`src/rtl/qos_thr_pkg.sv`:
```
package qos_thr_pkg;

   // Field selector held in the two low address bits of each port's group.
   typedef enum logic [1:0] {
      FLD_RD_THR = 2'd0,
      FLD_WR_THR = 2'd1,
      FLD_HYST   = 2'd2,
      FLD_CLASS  = 2'd3
   } fld_e;

   localparam int unsigned FIELDS_PER_PORT = 4;

endpackage

```
`src/rtl/qos_thr_regs.sv`:
```
module qos_thr_regs
   import qos_thr_pkg::*;
#(
   parameter int NUM_PORTS = 4,
   parameter int DATA_W    = 6,
   parameter int ADDR_W    = 5,
   parameter int HYST_EN   = 1,
   parameter int RST_THR   = 32
) (
   input  logic                              clk,
   input  logic                              rst_n,
   input  logic [ADDR_W-1:0]                 cfg_addr,
   input  logic                              cfg_wr,
   input  logic [DATA_W-1:0]                 cfg_wdata,
   output logic [DATA_W-1:0]                 cfg_rdata,
   output logic [NUM_PORTS-1:0][DATA_W-1:0]  rd_thr_o,
   output logic [NUM_PORTS-1:0][DATA_W-1:0]  wr_thr_o,
   output logic [NUM_PORTS-1:0][DATA_W-1:0]  hyst_o,
   output logic [NUM_PORTS-1:0]              video_o,
   output logic [DATA_W-1:0]                 be_thr_o
);

   localparam int          PIDX_W  = ADDR_W - 2;
   localparam int          BE_ADDR = NUM_PORTS * int'(FIELDS_PER_PORT);
   localparam [DATA_W-1:0] THR_RST = DATA_W'(RST_THR);

   logic [PIDX_W-1:0]    port_idx;
   fld_e                 fld;
   logic                 be_hit;
   logic [NUM_PORTS-1:0] port_hit;
   logic                 addr_hit;

   assign port_idx = cfg_addr[ADDR_W-1:2];
   assign fld      = fld_e'(cfg_addr[1:0]);
   assign be_hit   = (cfg_addr == ADDR_W'(BE_ADDR));
   assign addr_hit = (|port_hit) | be_hit;

   for (genvar p = 0; p < NUM_PORTS; p++) begin : g_port
      assign port_hit[p] = (port_idx == PIDX_W'(p));

      always_ff @(posedge clk or negedge rst_n) begin
         if (!rst_n) begin
            rd_thr_o[p] <= THR_RST;
            wr_thr_o[p] <= THR_RST;
            video_o[p]  <= 1'b0;
         end else if (cfg_wr && port_hit[p]) begin
            case (fld)
               FLD_RD_THR: rd_thr_o[p] <= cfg_wdata;
               FLD_WR_THR: wr_thr_o[p] <= cfg_wdata;
               FLD_CLASS:  video_o[p]  <= cfg_wdata[0];
               default:    ;
            endcase
         end
      end

      if (HYST_EN != 0) begin : g_hyst
         always_ff @(posedge clk or negedge rst_n) begin
            if (!rst_n)
               hyst_o[p] <= '0;
            else if (cfg_wr && port_hit[p] && fld == FLD_HYST)
               hyst_o[p] <= cfg_wdata;
         end
      end else begin : g_no_hyst
         assign hyst_o[p] = '0;
      end
   end

   always_ff @(posedge clk or negedge rst_n) begin
      if (!rst_n)
         be_thr_o <= THR_RST;
      else if (cfg_wr && be_hit)
         be_thr_o <= cfg_wdata;
   end

   always_comb begin
      cfg_rdata = '0;
      for (int p = 0; p < NUM_PORTS; p++) begin
         if (port_hit[p]) begin
            case (fld)
               FLD_RD_THR: cfg_rdata = rd_thr_o[p];
               FLD_WR_THR: cfg_rdata = wr_thr_o[p];
               FLD_HYST:   cfg_rdata = hyst_o[p];
               FLD_CLASS:  cfg_rdata = DATA_W'(video_o[p]);
               default:    cfg_rdata = '0;
            endcase
         end
      end
      if (be_hit)
         cfg_rdata = be_thr_o;
   end


   unmapped_write_chk: assert property (@(posedge clk) disable iff (!rst_n)
      (cfg_wr && !addr_hit) |=> $stable({rd_thr_o, wr_thr_o, hyst_o, video_o, be_thr_o}))
      else $error("write to unmapped address changed a setting");

endmodule

```
`src/rtl/qos_mask_cell.sv`:
```
module qos_mask_cell #(
   parameter int DATA_W = 6
) (
   input  logic              clk,
   input  logic              rst_n,
   input  logic [DATA_W-1:0] occ,
   input  logic [DATA_W-1:0] thr,
   input  logic [DATA_W-1:0] hyst,
   input  logic              video,
   output logic              mask_o
);

   // One extra bit so occupancy plus hysteresis cannot wrap.
   logic [DATA_W:0] occ_plus_hyst;
   logic            reach;
   logic            stay;

   assign occ_plus_hyst = {1'b0, occ} + {1'b0, hyst};
   assign reach         = (occ >= thr);
   assign stay          = (occ_plus_hyst >= {1'b0, thr});

   always_ff @(posedge clk or negedge rst_n) begin
      if (!rst_n)
         mask_o <= 1'b0;
      else
         mask_o <= !video && (reach || (mask_o && stay));
   end


   mask_set_chk: assert property (@(posedge clk) disable iff (!rst_n)
      (!video && occ >= thr) |=> mask_o)
      else $error("mask did not set at threshold");


   mask_hold_chk: assert property (@(posedge clk) disable iff (!rst_n)
      (!video && mask_o && ({1'b0, occ} + {1'b0, hyst} >= {1'b0, thr})) |=> mask_o)
      else $error("mask dropped inside hysteresis band");


   mask_clear_chk: assert property (@(posedge clk) disable iff (!rst_n)
      (({1'b0, occ} + {1'b0, hyst}) < {1'b0, thr}) |=> !mask_o)
      else $error("mask stayed set below the band");


   video_unmasked_chk: assert property (@(posedge clk) disable iff (!rst_n)
      video |=> !mask_o)
      else $error("video port was masked");

endmodule

```
`src/rtl/qos_be_throttle.sv`:
```
module qos_be_throttle #(
   parameter int DATA_W = 6
) (
   input  logic              clk,
   input  logic              rst_n,
   input  logic [DATA_W-1:0] rd_occ,
   input  logic [DATA_W-1:0] wr_occ,
   input  logic [DATA_W-1:0] thr,
   output logic              throttle_o
);

   logic [DATA_W-1:0] peak;

   assign peak = (rd_occ > wr_occ) ? rd_occ : wr_occ;

   always_ff @(posedge clk or negedge rst_n) begin
      if (!rst_n)
         throttle_o <= 1'b0;
      else
         throttle_o <= (peak >= thr);
   end


   be_on_chk: assert property (@(posedge clk) disable iff (!rst_n)
      (rd_occ >= thr || wr_occ >= thr) |=> throttle_o)
      else $error("best-effort throttle missing");


   be_off_chk: assert property (@(posedge clk) disable iff (!rst_n)
      (rd_occ < thr && wr_occ < thr) |=> !throttle_o)
      else $error("best-effort throttle spurious");

endmodule

```
`src/rtl/qos_port_throttle.sv`:
```
module qos_port_throttle
   import qos_thr_pkg::*;
#(
   parameter  int NUM_PORTS = 4,
   parameter  int QDEPTH    = 32,
   parameter  int HYST_EN   = 1,
   localparam int OCC_W     = $clog2(QDEPTH + 1),
   localparam int ADDR_W    = $clog2(NUM_PORTS * int'(FIELDS_PER_PORT) + 1)
) (
   input  logic                 clk,
   input  logic                 rst_n,
   input  logic [OCC_W-1:0]     rd_occ,
   input  logic [OCC_W-1:0]     wr_occ,
   input  logic [ADDR_W-1:0]    cfg_addr,
   input  logic                 cfg_wr,
   input  logic [OCC_W-1:0]     cfg_wdata,
   output logic [OCC_W-1:0]     cfg_rdata,
   output logic [NUM_PORTS-1:0] rd_mask,
   output logic [NUM_PORTS-1:0] wr_mask,
   output logic                 be_throttle
);

   if (NUM_PORTS < 1) begin : g_bad_ports
      $error("NUM_PORTS must be at least 1");
   end
   if (QDEPTH < 1) begin : g_bad_depth
      $error("QDEPTH must be at least 1");
   end
   if (HYST_EN != 0 && HYST_EN != 1) begin : g_bad_hyst
      $error("HYST_EN must be 0 or 1");
   end

   logic [NUM_PORTS-1:0][OCC_W-1:0] rd_thr;
   logic [NUM_PORTS-1:0][OCC_W-1:0] wr_thr;
   logic [NUM_PORTS-1:0][OCC_W-1:0] hyst;
   logic [NUM_PORTS-1:0]            video;
   logic [OCC_W-1:0]                be_thr;

   qos_thr_regs #(
      .NUM_PORTS (NUM_PORTS),
      .DATA_W    (OCC_W),
      .ADDR_W    (ADDR_W),
      .HYST_EN   (HYST_EN),
      .RST_THR   (QDEPTH)
   ) u_regs (
      .clk       (clk),
      .rst_n     (rst_n),
      .cfg_addr  (cfg_addr),
      .cfg_wr    (cfg_wr),
      .cfg_wdata (cfg_wdata),
      .cfg_rdata (cfg_rdata),
      .rd_thr_o  (rd_thr),
      .wr_thr_o  (wr_thr),
      .hyst_o    (hyst),
      .video_o   (video),
      .be_thr_o  (be_thr)
   );

   for (genvar p = 0; p < NUM_PORTS; p++) begin : g_port
      qos_mask_cell #(.DATA_W(OCC_W)) u_rd (
         .clk    (clk),
         .rst_n  (rst_n),
         .occ    (rd_occ),
         .thr    (rd_thr[p]),
         .hyst   (hyst[p]),
         .video  (video[p]),
         .mask_o (rd_mask[p])
      );
      qos_mask_cell #(.DATA_W(OCC_W)) u_wr (
         .clk    (clk),
         .rst_n  (rst_n),
         .occ    (wr_occ),
         .thr    (wr_thr[p]),
         .hyst   (hyst[p]),
         .video  (video[p]),
         .mask_o (wr_mask[p])
      );
   end

   qos_be_throttle #(.DATA_W(OCC_W)) u_be (
      .clk        (clk),
      .rst_n      (rst_n),
      .rd_occ     (rd_occ),
      .wr_occ     (wr_occ),
      .thr        (be_thr),
      .throttle_o (be_throttle)
   );


   occ_range_chk: assert property (@(posedge clk) disable iff (!rst_n)
      (32'(rd_occ) <= QDEPTH) && (32'(wr_occ) <= QDEPTH))
      else $error("occupancy above queue depth");


   reset_quiet_chk: assert property (@(posedge clk)
      $rose(rst_n) |-> (rd_mask == '0 && wr_mask == '0 && !be_throttle))
      else $error("outputs not idle after reset");

endmodule

```
`config.mk`:
```
export PLATFORM = sky130hd
export DESIGN_NAME = qos_port_throttle
export DESIGN_NICKNAME = d
export VERILOG_FILES = /design/src/rtl/qos_thr_pkg.sv /design/src/rtl/qos_thr_regs.sv /design/src/rtl/qos_mask_cell.sv /design/src/rtl/qos_be_throttle.sv /design/src/rtl/qos_port_throttle.sv
export SDC_FILE = /design/constraint.sdc
export NUM_CORES = 1
export LEC_CHECK = 0
export ABC_CLOCK_PERIOD_IN_PS = 3450
export BUFFER_PORTS_ARGS = -buffer_cell sky130_fd_sc_hd__buf_2
export CAP_MARGIN = 10
export CORE_AREA = 2 2 126 128
export DETAILED_ROUTE_END_ITERATION = 10
export DIE_AREA = 0 0 128 130
export GPL_ROUTABILITY_DRIVEN = 1
export PLACE_DENSITY_LB_ADDON = 0.2
export SLEW_MARGIN = 20
export SYNTH_ARGS = -nofsm -noshare
export SYNTH_HDL_FRONTEND = slang
export SYNTH_SLANG_ARGS = --single-unit
export TNS_END_PERCENT = 30
```
`constraint.sdc`:
```
create_clock -name clk -period 3.45 [get_ports clk]
set_input_delay 0.5175 -clock clk [delete_from_list [all_inputs] [get_ports clk]]
set_output_delay 0.5175 -clock clk [all_outputs]
set_load 0.005 [all_outputs]
```
### Word-level counts from Yosys, hierarchy flattened

Cells that the tools add are included.

* RAM bits: 0
* word-level logic and storage cells: 120
* memories kept: 0
* output and inout bits: 15
* input port bits: 26
* bits in latches: 0
* bits in read-only memories: 0
* flip-flop bits (word level): 91

* multiply operators: 0
* add/subtract/negate cells: 8
* bitwise gates (word level): 0
* multiplexer cells: 10
* shift-type cells: 0
* div/mod/pow operators: 0
* equal/unequal tests: 7
* magnitude comparators: 18
* reductions and logical operators: 51

Operator list (number)
* 6-bit one-hot mux with 4 select lines: 4
* 6-bit by 6-bit adder with 7-bit output: 8
* 7-bit by 6-bit greater-or-equal comparator with 1-bit output: 8
* 6-bit greater-or-equal comparator: 9
* 6-bit two-way mux: 6
* 1-bit logical AND: 25
* 2-bit AND reduction: 12
* 1-bit logical OR: 8
* 3-bit by 2-bit == test with 1-bit output (second input constant): 2
* 6-bit greater-than comparator: 1
* 5-bit == test (second input constant): 1
* 2-bit == test (second input constant): 2
* 1-bit logical NOT: 4
* 3-bit by 1-bit == test with 1-bit output (second input constant): 1
* 3-bit logical NOT: 1
* 2-bit by 1-bit == test with 1-bit output (second input constant): 1
* 2-bit logical NOT: 1

### Logic depth before layout (Yosys ltp)

Gate-level depths: netlist (run 1).

* depth in word-level cells: 7
* gate-level depth with buffers: 13
* depth with buffers taken out: 13

### Cells and area by module

From an unflattened synthesis (run 1), not the netlist that was laid out.

* cell total of the unflattened synthesis: 855
* area, all modules: 8644.5 sq um

Modules (own cells, without submodules)
* qos_mask_cell: cells each 64, instances 8, sequential area each 25.0 sq um, area an instance 530.5 sq um
* qos_thr_regs: cells each 296, instances 1, sequential area each 2063.2 sq um, area an instance 3997.6 sq um
* qos_be_throttle: cells each 47, instances 1, sequential area each 25.0 sq um, area an instance 402.9 sq um

### Least setup slack after synthesis (run 1)

Ideal clock, no wire load.

* path type: input to register
* start: input port wr_occ[1]
* end: register u_be.throttle_o
* slack: 0.602 ns
* data required time: 3.322 ns
* stages: 13
* path buffers: 0
* setup time: 0.128 ns
* arrival time: 2.720 ns
* cells stage by stage: inv_1 ha_1 nor2b_1 o21ai_0 a21boi_0 o21ai_2 mux2i_1 ha_1 nand2b_1 a21o_1 a21o_1 a21oi_1 o21ai_0

* longest elaborated chain between the ends: 3

Ends and longest elaborated chain
* from (decl): RTL line qos_port_throttle.sv:13 `input logic [OCC_W-1:0] wr_occ,`
* 6-bit greater-than comparator: RTL line qos_be_throttle.sv:14 `assign peak = (rd_occ > wr_occ) ? rd_occ : wr_occ;`
* 6-bit two-way mux *: RTL line qos_be_throttle.sv:14
* 6-bit greater-or-equal comparator *: RTL line qos_be_throttle.sv:20 `throttle_o <= (peak >= thr);`
* to (signal assigned): RTL line qos_be_throttle.sv:20
* to (decl): RTL line qos_be_throttle.sv:9 `output logic throttle_o`

Mark *: on every way between the ends. The rest lies on a longest branch, timed or not.
A chain may end at the register's enable or synchronous reset.

### Final worst setup path (run 1)

* start: input port cfg_addr[0]
* end: output port cfg_rdata[2]

* longest elaborated chain between the ends: 7
* elaborated cells between the ends (all ways): 14
* those cells by class: 4 x eq/ne; 9 x mux; 1 x reduce/logical

Ends and longest elaborated chain
* from (decl): RTL line qos_port_throttle.sv:14 `input logic [ADDR_W-1:0] cfg_addr,`
* 2-bit == test, or another cell as far along: RTL line qos_thr_regs.sv:79 `case (fld)`
* 6-bit one-hot mux with 4 select lines: RTL line qos_thr_regs.sv:79
* 6-bit two-way mux (4 in series): RTL line qos_thr_regs.sv:78 `if (port_hit[p]) begin`
* 6-bit two-way mux *: RTL line qos_thr_regs.sv:88 `if (be_hit)`
* to (decl): RTL line qos_port_throttle.sv:17 `output logic [OCC_W-1:0] cfg_rdata,`

Marked as above.

==> results of run 1 <==
[final cells by class]
type | instances | area share
well taps | 192 | 0.0266
multi-input cells | 647 | 0.611
flip-flops and latches | 91 | 0.253
repair buffers | 56 | 0.0385
clock inverters | 6 | 0.00720
inverters | 89 | 0.0370
clock buffers | 10 | 0.0264
[worst register-to-register path: cells and delay by family (launching register included)]
kind / cells / cell delay, ps
xor+xnor: 1 / 190
compound gates: 5 / 870
simple gates: 1 / 160
flops: 1 / 390
buf+inv: 1 / 50
fa+ha+maj: 3 / 850
[per-layer routing]
layer	vias up	global-route usage
li1	3154	-
met2	185	0.472
met4	0	0.0886
met3	37	0.0385
met1	3176	0.395
met5	-	0
[cell families (layout without fill, tap and decap cells)]
logic type                 after synthesis  count (layout)  synth area share
xor gates and xnor gates                31              31            0.0327
DFF                                     91              91             0.275
muxes                                  104             104             0.139
AOI/OAI and AO/OA                      204             204             0.157
and+or+nand+nor                        144             144            0.0820
buffers and inverters                  120             161            0.0604
adders and majority gates              164             164             0.254
[how the worst min path moves through the flow]
stage	startpoint	end	slack (ps)	cells after the start
floorplan	rst_n	g_port[0].u_rd.mask_o	220	0
global placement	u_regs.rd_thr_o[9]	u_regs.rd_thr_o[9]	490	1
detailed placement	u_regs.rd_thr_o[10]	u_regs.rd_thr_o[10]	500	1
CTS	rst_n	u_regs.hyst_o[16]	190	1
global route	rst_n	u_regs.hyst_o[16]	200	1
finish	rst_n	u_regs.hyst_o[16]	160	1
[power by group through the flow]
stage	Sequential [W]	Combinational [W]	Clock [W]
finish	0.00156	0.00225	0.00103
global route	0.00159	0.00258	0.00110
CTS	0.00156	0.00225	0.00105
detailed placement	0.00158	0.00224	0
global placement	0.00157	0.00217	0
floorplan	0.00147	0.00176	0
[through the flow]
| stage | util | power [W] | cell area [um^2] |
|---|---|---|---|
| 6_report | 0.586 | 0.00485 | 9040 |
| 5_1_grt | 0.586 | 0.00527 | 9040 |
| 4_1_cts | 0.586 | 0.00486 | 9040 |
| 3_5_place_dp | 0.566 | 0.00382 | 8730 |
| 3_3_place_gp | 0.566 | 0.00375 | 8730 |
| 2_1_floorplan | - | 0.00322 | 8310 |
[placed cells by master, fill, tap and decap left out, types with 9 or more instances in the layout]
master and count:
a211oi_1 17, dfstp_2 9, clkbuf_16 9, dfrtp_1 82
inv_1 89, nor2b_1 13, nand2_1 30, ha_1 156
a21oi_1 63, buf_2 39, xnor2_1 24, nand3_1 14
buf_4 15, mux2_2 80, o21ai_0 41, a21o_1 17
o21bai_1 9, mux2i_1 23, nand2b_1 18, nor3_1 9
nor2_1 46
[state kept, by name, indices dropped and copies added, names as in the netlist]
register,count
u_regs.video_o,4
u_regs.wr_thr_o,24
g_port.u_wr.mask_o,4
u_regs.be_thr_o,6
g_port.u_rd.mask_o,4
u_be.throttle_o,1
u_regs.rd_thr_o,24
u_regs.hyst_o,24
==> flow_metrics.tcl, run 1 <==
set metrics [dict create \
    outcome "complete, no violations" \
    crit_path_frequent_cell "buf_2" \
    cts_root_buf "clkbuf_16" \
    required_ps 2930 \
    nFillCells 1395 \
    initial_core_util 0.539 \
    tns_ps 0 \
    first_global_vias 6494 \
    yosysWarnings 0 \
    viasPerCell 6.01 \
    die-area_um2 16600 \
    critPathKind "input port to output port" \
    drv_slew 0 \
    postLayoutSetupSlackWorst_ps 535 \
    r2r_cells 11 \
    ys_ff_latch 91 \
    syn_avg_cell_area_um2 9.69 \
    power.density_nw_per_um2 536 \
    area_delta_synth_final_pct 8.71 \
    crit_fanout 21 \
    grt_use_total 0.287 \
    vdd_drop_max_mv 0.285 \
    async_reset_ff_frac 1.00 \
    clock_latency_ps 360 \
    synth.distinct_cells 48 \
    cp.depth 8 \
    wl_met2_um 10600 \
    core_um2 15400 \
    antenna_found_initial 0 \
    cts_resized 0 \
    wl_met1_um 10400 \
    critPathLaunch "cfg_addr[0]" \
    fmax_mhz 343 \
    netlist_instances 858 \
    clkPwrFrac 0.213 \
    holdWs_ps 160 \
    switchingPower_w 0.00185 \
    period_share 0.845 \
    end_kind "output port" \
    vias 6552 \
    overflow 0 \
    placed_cells 1075 \
    synth.area.top_cells "dfrtp_1 (25%), ha_1 (23%), mux2_2 (11%)" \
    cp-endpoint "cfg_rdata[2]" \
    seq_area_frac_synth 0.275 \
    dr.pass1.iters 5 \
    dp_slack_ps 405 \
    worst_path_dominant_cell_family "buffers and inverters" \
    crit_chain "buf_2 > buf_12 > mux2i_1 > nor2_1 > a2111oi_0 > nor3_1 > a221o_1 > buf_2" \
    power_leakage_nw 4.41 \
    p_int_w 0.00300 \
    drt-initial-drc-count 417 \
    seq_area_um2 2290 \
    die_width_um 128 \
    synth_top_area_cell "dfrtp_1" \
    post_drt_wl_per_cell_um 20.8 \
    instances_no_fill 1091 \
    top_layer "met4" \
    comb_power_share 0.464 \
    multi_input_area_um2 5520 \
    worstPathArrival_ps 2400 \
    syn_nets 1048 \
    max_cap_viol_count 0 \
    diodes 0 \
    reg2reg_slack_ps 820 \
    fin_skew_ps 5.77 \
    ios 41 \
    worst-slew-pin-transition_ps 636 \
    synthMostInstantiatedCell "ha_1" \
    gp_congestion 0.922 \
    power_frac_seq 0.322 \
    hold_buffers 0 \
    numCtsBuffers 9 \
    drc_errors 0 \
    synth_area_um2 8310 \
    fin_crit_ps 2910 \
    fp.dieH_um 130 \
    startpoint_type "input port" \
    finalSetupViolations 0 \
    fp-row-count 46 \
    r2r_end "g_port[1].u_rd.mask_o" \
    postRouteAntennaNets 0 \
    slowest_stage "buf_2" \
    synth_commonest_cells "ha_1 (156), inv_1 (89), dfrtp_1 (82)" \
    finalHoldViolCount 0 \
    portBuffers 40 \
    clkTransAtPathRegs_ps 70 \
    drive_gt1_frac 0.190 \
    cts.path.max_buffers 2 \
    synth_ff_type "dfrtp_1" \
    rsz0062_at_grt "false" \
    synth_edf_count 0 \
    hold_class "input port to asynchronous set/reset pin" \
    tritoncts "built" \
    met3_length_um 1120 \
    grt_max_degree 47 \
    critPathBufInv 3 \
    wl_um 22700 \
    cpPeakStageDelay_ps 370 \
    grt_pass1_wl_um 35700 \
    yosys.area.top_type_share 0.247 \
    r2r_start "u_regs.hyst_o[6]" \
    slew_headroom 0.575 \
    post_cts_buffers 0 \
    hpwl_um 17100 \
    nets 1084 \
    clock_sinks 91 \
    switching_share 0.382 \
    htree_levels 3 \
]
No activity file was read; power rests on OpenSTA's default activity.
==> run 2: changes to the inputs <==
--- a/config.mk
+++ b/config.mk
@@ -5,12 +5,13 @@
 export SDC_FILE = /design/constraint.sdc
 export NUM_CORES = 1
 export LEC_CHECK = 0
-export ABC_CLOCK_PERIOD_IN_PS = 3450
+export ABC_AREA = 1
+export ABC_CLOCK_PERIOD_IN_PS = 2400
 export BUFFER_PORTS_ARGS = -buffer_cell sky130_fd_sc_hd__buf_2
 export CAP_MARGIN = 10
-export CORE_AREA = 2 2 126 128
+export CORE_AREA = 2 2 127 129
 export DETAILED_ROUTE_END_ITERATION = 10
-export DIE_AREA = 0 0 128 130
+export DIE_AREA = 0 0 129 131
 export GPL_ROUTABILITY_DRIVEN = 1
 export PLACE_DENSITY_LB_ADDON = 0.2
 export SLEW_MARGIN = 20
==> constraint.sdc (replaced) <==
create_clock -name clk -period 2.4 [get_ports clk]
set_input_delay 0.36 -clock clk [delete_from_list [all_inputs] [get_ports clk]]
set_output_delay 0.36 -clock clk [all_outputs]
set_load 0.005 [all_outputs]
==> flow_metrics.tcl, run 2 <==
set metrics [dict create \
    slowest_stage "dfrtp_1" \
    synth.distinct_cells 30 \
    vias 7729 \
    max_cap_viol_count 0 \
    die_width_um 129 \
    fin_skew_ps 6.95 \
    fin_util 0.611 \
    fp.dieH_um 131 \
    drt-initial-drc-count 651 \
    period_share 0.959 \
    rsz0062_at_grt "true" \
    p_int_w 0.00439 \
    crit_chain "ha_2 > inv_1 > fa_2 > inv_2 > a31oi_2 > xor2_1 > inv_1 > ha_4 > nand2_1 > inv_1 > nand2_1 > nand2_1 > nand2_1 > nand2_1 > nand2_1 > a21oi_2" \
    fmax_mhz 435 \
    layout_common_cells "nand2_1 (257), inv_1 (177), ha_1 (150)" \
    outcome "complete, no violations" \
    hpwl_um 18800 \
    numCtsBuffers 9 \
    clkPwrFrac 0.222 \
    instances_no_fill 1417 \
    post_drt_wl_per_cell_um 17.4 \
    wl_um 24700 \
    holdWs_ps 243 \
    viasPerCell 5.45 \
    gp_congestion 0.937 \
    drive_gt1_frac 0.121 \
    synth_edf_count 0 \
    htree_levels 3 \
    ios 41 \
    reg_top3 "u_regs.hyst_o: 24 flops, u_regs.rd_thr_o: 24 flops, u_regs.wr_thr_o: 24 flops" \
    startpoint_type "flip-flop" \
    cts_root_buf "clkbuf_16" \
    first_global_vias 7434 \
    synth.area.top_cells "dfrtp_1 (24%), ha_1 (23%), nand2_1 (12%)" \
    drc_errors 0 \
    placed_cells 1397 \
    antenna_found_initial 1 \
    yosysWarnings 0 \
    worst-slew-pin-transition_ps 760 \
    switchingPower_w 0.00301 \
    comb_power_share 0.483 \
    switching_share 0.407 \
    syn_nets 1315 \
    netlist_instances 1125 \
    power_leakage_nw 5.06 \
    portBuffers 40 \
    postRouteAntennaNets 0 \
    async_reset_ff_frac 1.00 \
    crit_fanout 4 \
    synth_area_um2 8420 \
    clock_sinks 91 \
    synth_top_area_cell "dfrtp_1" \
    placed_area_um2 9090 \
    dr.pass1.iters 5 \
    grt_max_degree 50 \
    initial_core_util 0.540 \
    drv_slew 0 \
    tritoncts "built" \
    syn_avg_cell_area_um2 7.48 \
    worst_path_dominant_cell_family "adder cells" \
    critPathKind "flip-flop to flip-flop" \
    power.density_nw_per_um2 777 \
    finalHoldViolCount 0 \
    cpPeakStageDelay_ps 410 \
    grt_pass1_wl_um 39400 \
    yosys.area.top_type_share 0.244 \
    worstPathArrival_ps 2590 \
    synthMostInstantiatedCell "nand2_1" \
    overflow 0 \
    nFillCells 1445 \
    vdd_drop_max_mv 0.356 \
    fp-row-count 46 \
    nets 1386 \
    cts.path.max_buffers 2 \
    fin_crit_ps 2300 \
    slew_headroom 0.493 \
    clkTransAtPathRegs_ps 70 \
    grt_use_total 0.309 \
    post-route-cell-area_um2 9520 \
    power_frac_seq 0.295 \
    hold_class "input port to flip-flop" \
    clock_latency_ps 360 \
    diodes 0 \
    crit_path_frequent_cell "nand2_1" \
    die-area_um2 16900 \
    layout_commonest_cell "nand2_1" \
    required_ps 2690 \
    finalSetupViolations 0 \
    synth_ff_type "dfrtp_1" \
    seq_area_frac_synth 0.272 \
    ys_ff_latch 91 \
    core_um2 15600 \
    critPathBufInv 4 \
    total_power_w 0.00740 \
    area_delta_synth_final_pct 13.1 \
    end_kind "flip-flop" \
    synth_commonest_cells "nand2_1 (258), inv_1 (178), ha_1 (156)" \
]
==> run 2: changes by cell type after synthesis, moves of 18 or more <==
cell	change
nand2_1	+228
inv_1	+89
mux2_2	-80
o21ai_0	+46
nand3_1	+43
mux2i_1	-23
o21ai_1	+23
nand4_1	+22
a21oi_1	+20
nand2b_1	-18
==> run 2: logic make-up after synthesis <==
| kind of cell | synth area share |
|---|---|
| buffers and inverters | 0.102 |
| flip-flops | 0.272 |
| XOR/XNOR | 0.0333 |
| AO/OA/AOI/OAI | 0.144 |
| AND/OR/NAND/NOR | 0.199 |
| adder cells (fa/ha/maj) | 0.251 |
==> run 2: final cells by class <==
type | instances | area (um^2) | area share
multi-input cells | 821 | 5330 | 0.560
flip-flops and latches | 91 | 2290 | 0.240
inverters | 183 | 687 | 0.0721
repair buffers | 90 | 606 | 0.0636
well taps | 216 | 270 | 0.0284
clock buffers | 11 | 253 | 0.0265
clock inverters | 5 | 85.1 | 0.00893
==> run 2: worst min-delay path, cell delays in order <==
cell and delay, ps:
buf_2 90, nand2_1 40, o21ai_0 70
==> run 2: power by group through the flow <==
stage                     Sequential, W  Clock, W  Combinational (W)
after global routing            0.00223   0.00171            0.00418
final                           0.00218   0.00165            0.00357
after floorplan                 0.00210         0            0.00264
after detailed placement        0.00221         0            0.00346
after CTS                       0.00218   0.00166            0.00349
after global placement          0.00220         0            0.00335
==> run 2: what timing repair did <==
action | in CTS | in global routing
hold endpoints to repair | 20 | 0
gates resized for setup | 0 | 21
hold buffers | 1 | 0
setup buffers | 0 | 3
endpoints found under the setup margin | 0 | 9
==> run 2: per-layer routing <==
metal	vias to the layer above	routed length, um	global-route usage
li1	3879	-	-
met1	3509	10900	0.412
met2	288	11000	0.498
met3	53	1890	0.0525
met4	0	831	0.131
met5	-	0	0
==> run 2: worst paths after layout <==
path | startpoint | to | slack, ps | cells after the start
min | cfg_wdata[0] | u_regs.hyst_o[0] | 240 | 3
max | u_regs.hyst_o[6] | g_port[1].u_wr.mask_o | 100 | 16
max in group asynchronous | rst_n | u_regs.rd_thr_o[17] | 1320 | 3
max reg2reg | u_regs.hyst_o[6] | g_port[1].u_wr.mask_o | 100 | 16
min in group asynchronous | rst_n | g_port[0].u_rd.mask_o | 440 | 2
min reg2reg | u_regs.wr_thr_o[16] | u_regs.wr_thr_o[16] | 480 | 2
==> run 2: per-stage QoR <==
stage | TNS [ps] | setup WS (ps)
2_1_floorplan | 0 | 45.1
3_3_place_gp | -258 | -80.3
3_5_place_dp | -744 | -138
4_1_cts | 0 | 36.4
5_1_grt | -189 | -91.4
6_report | 0 | 99.3
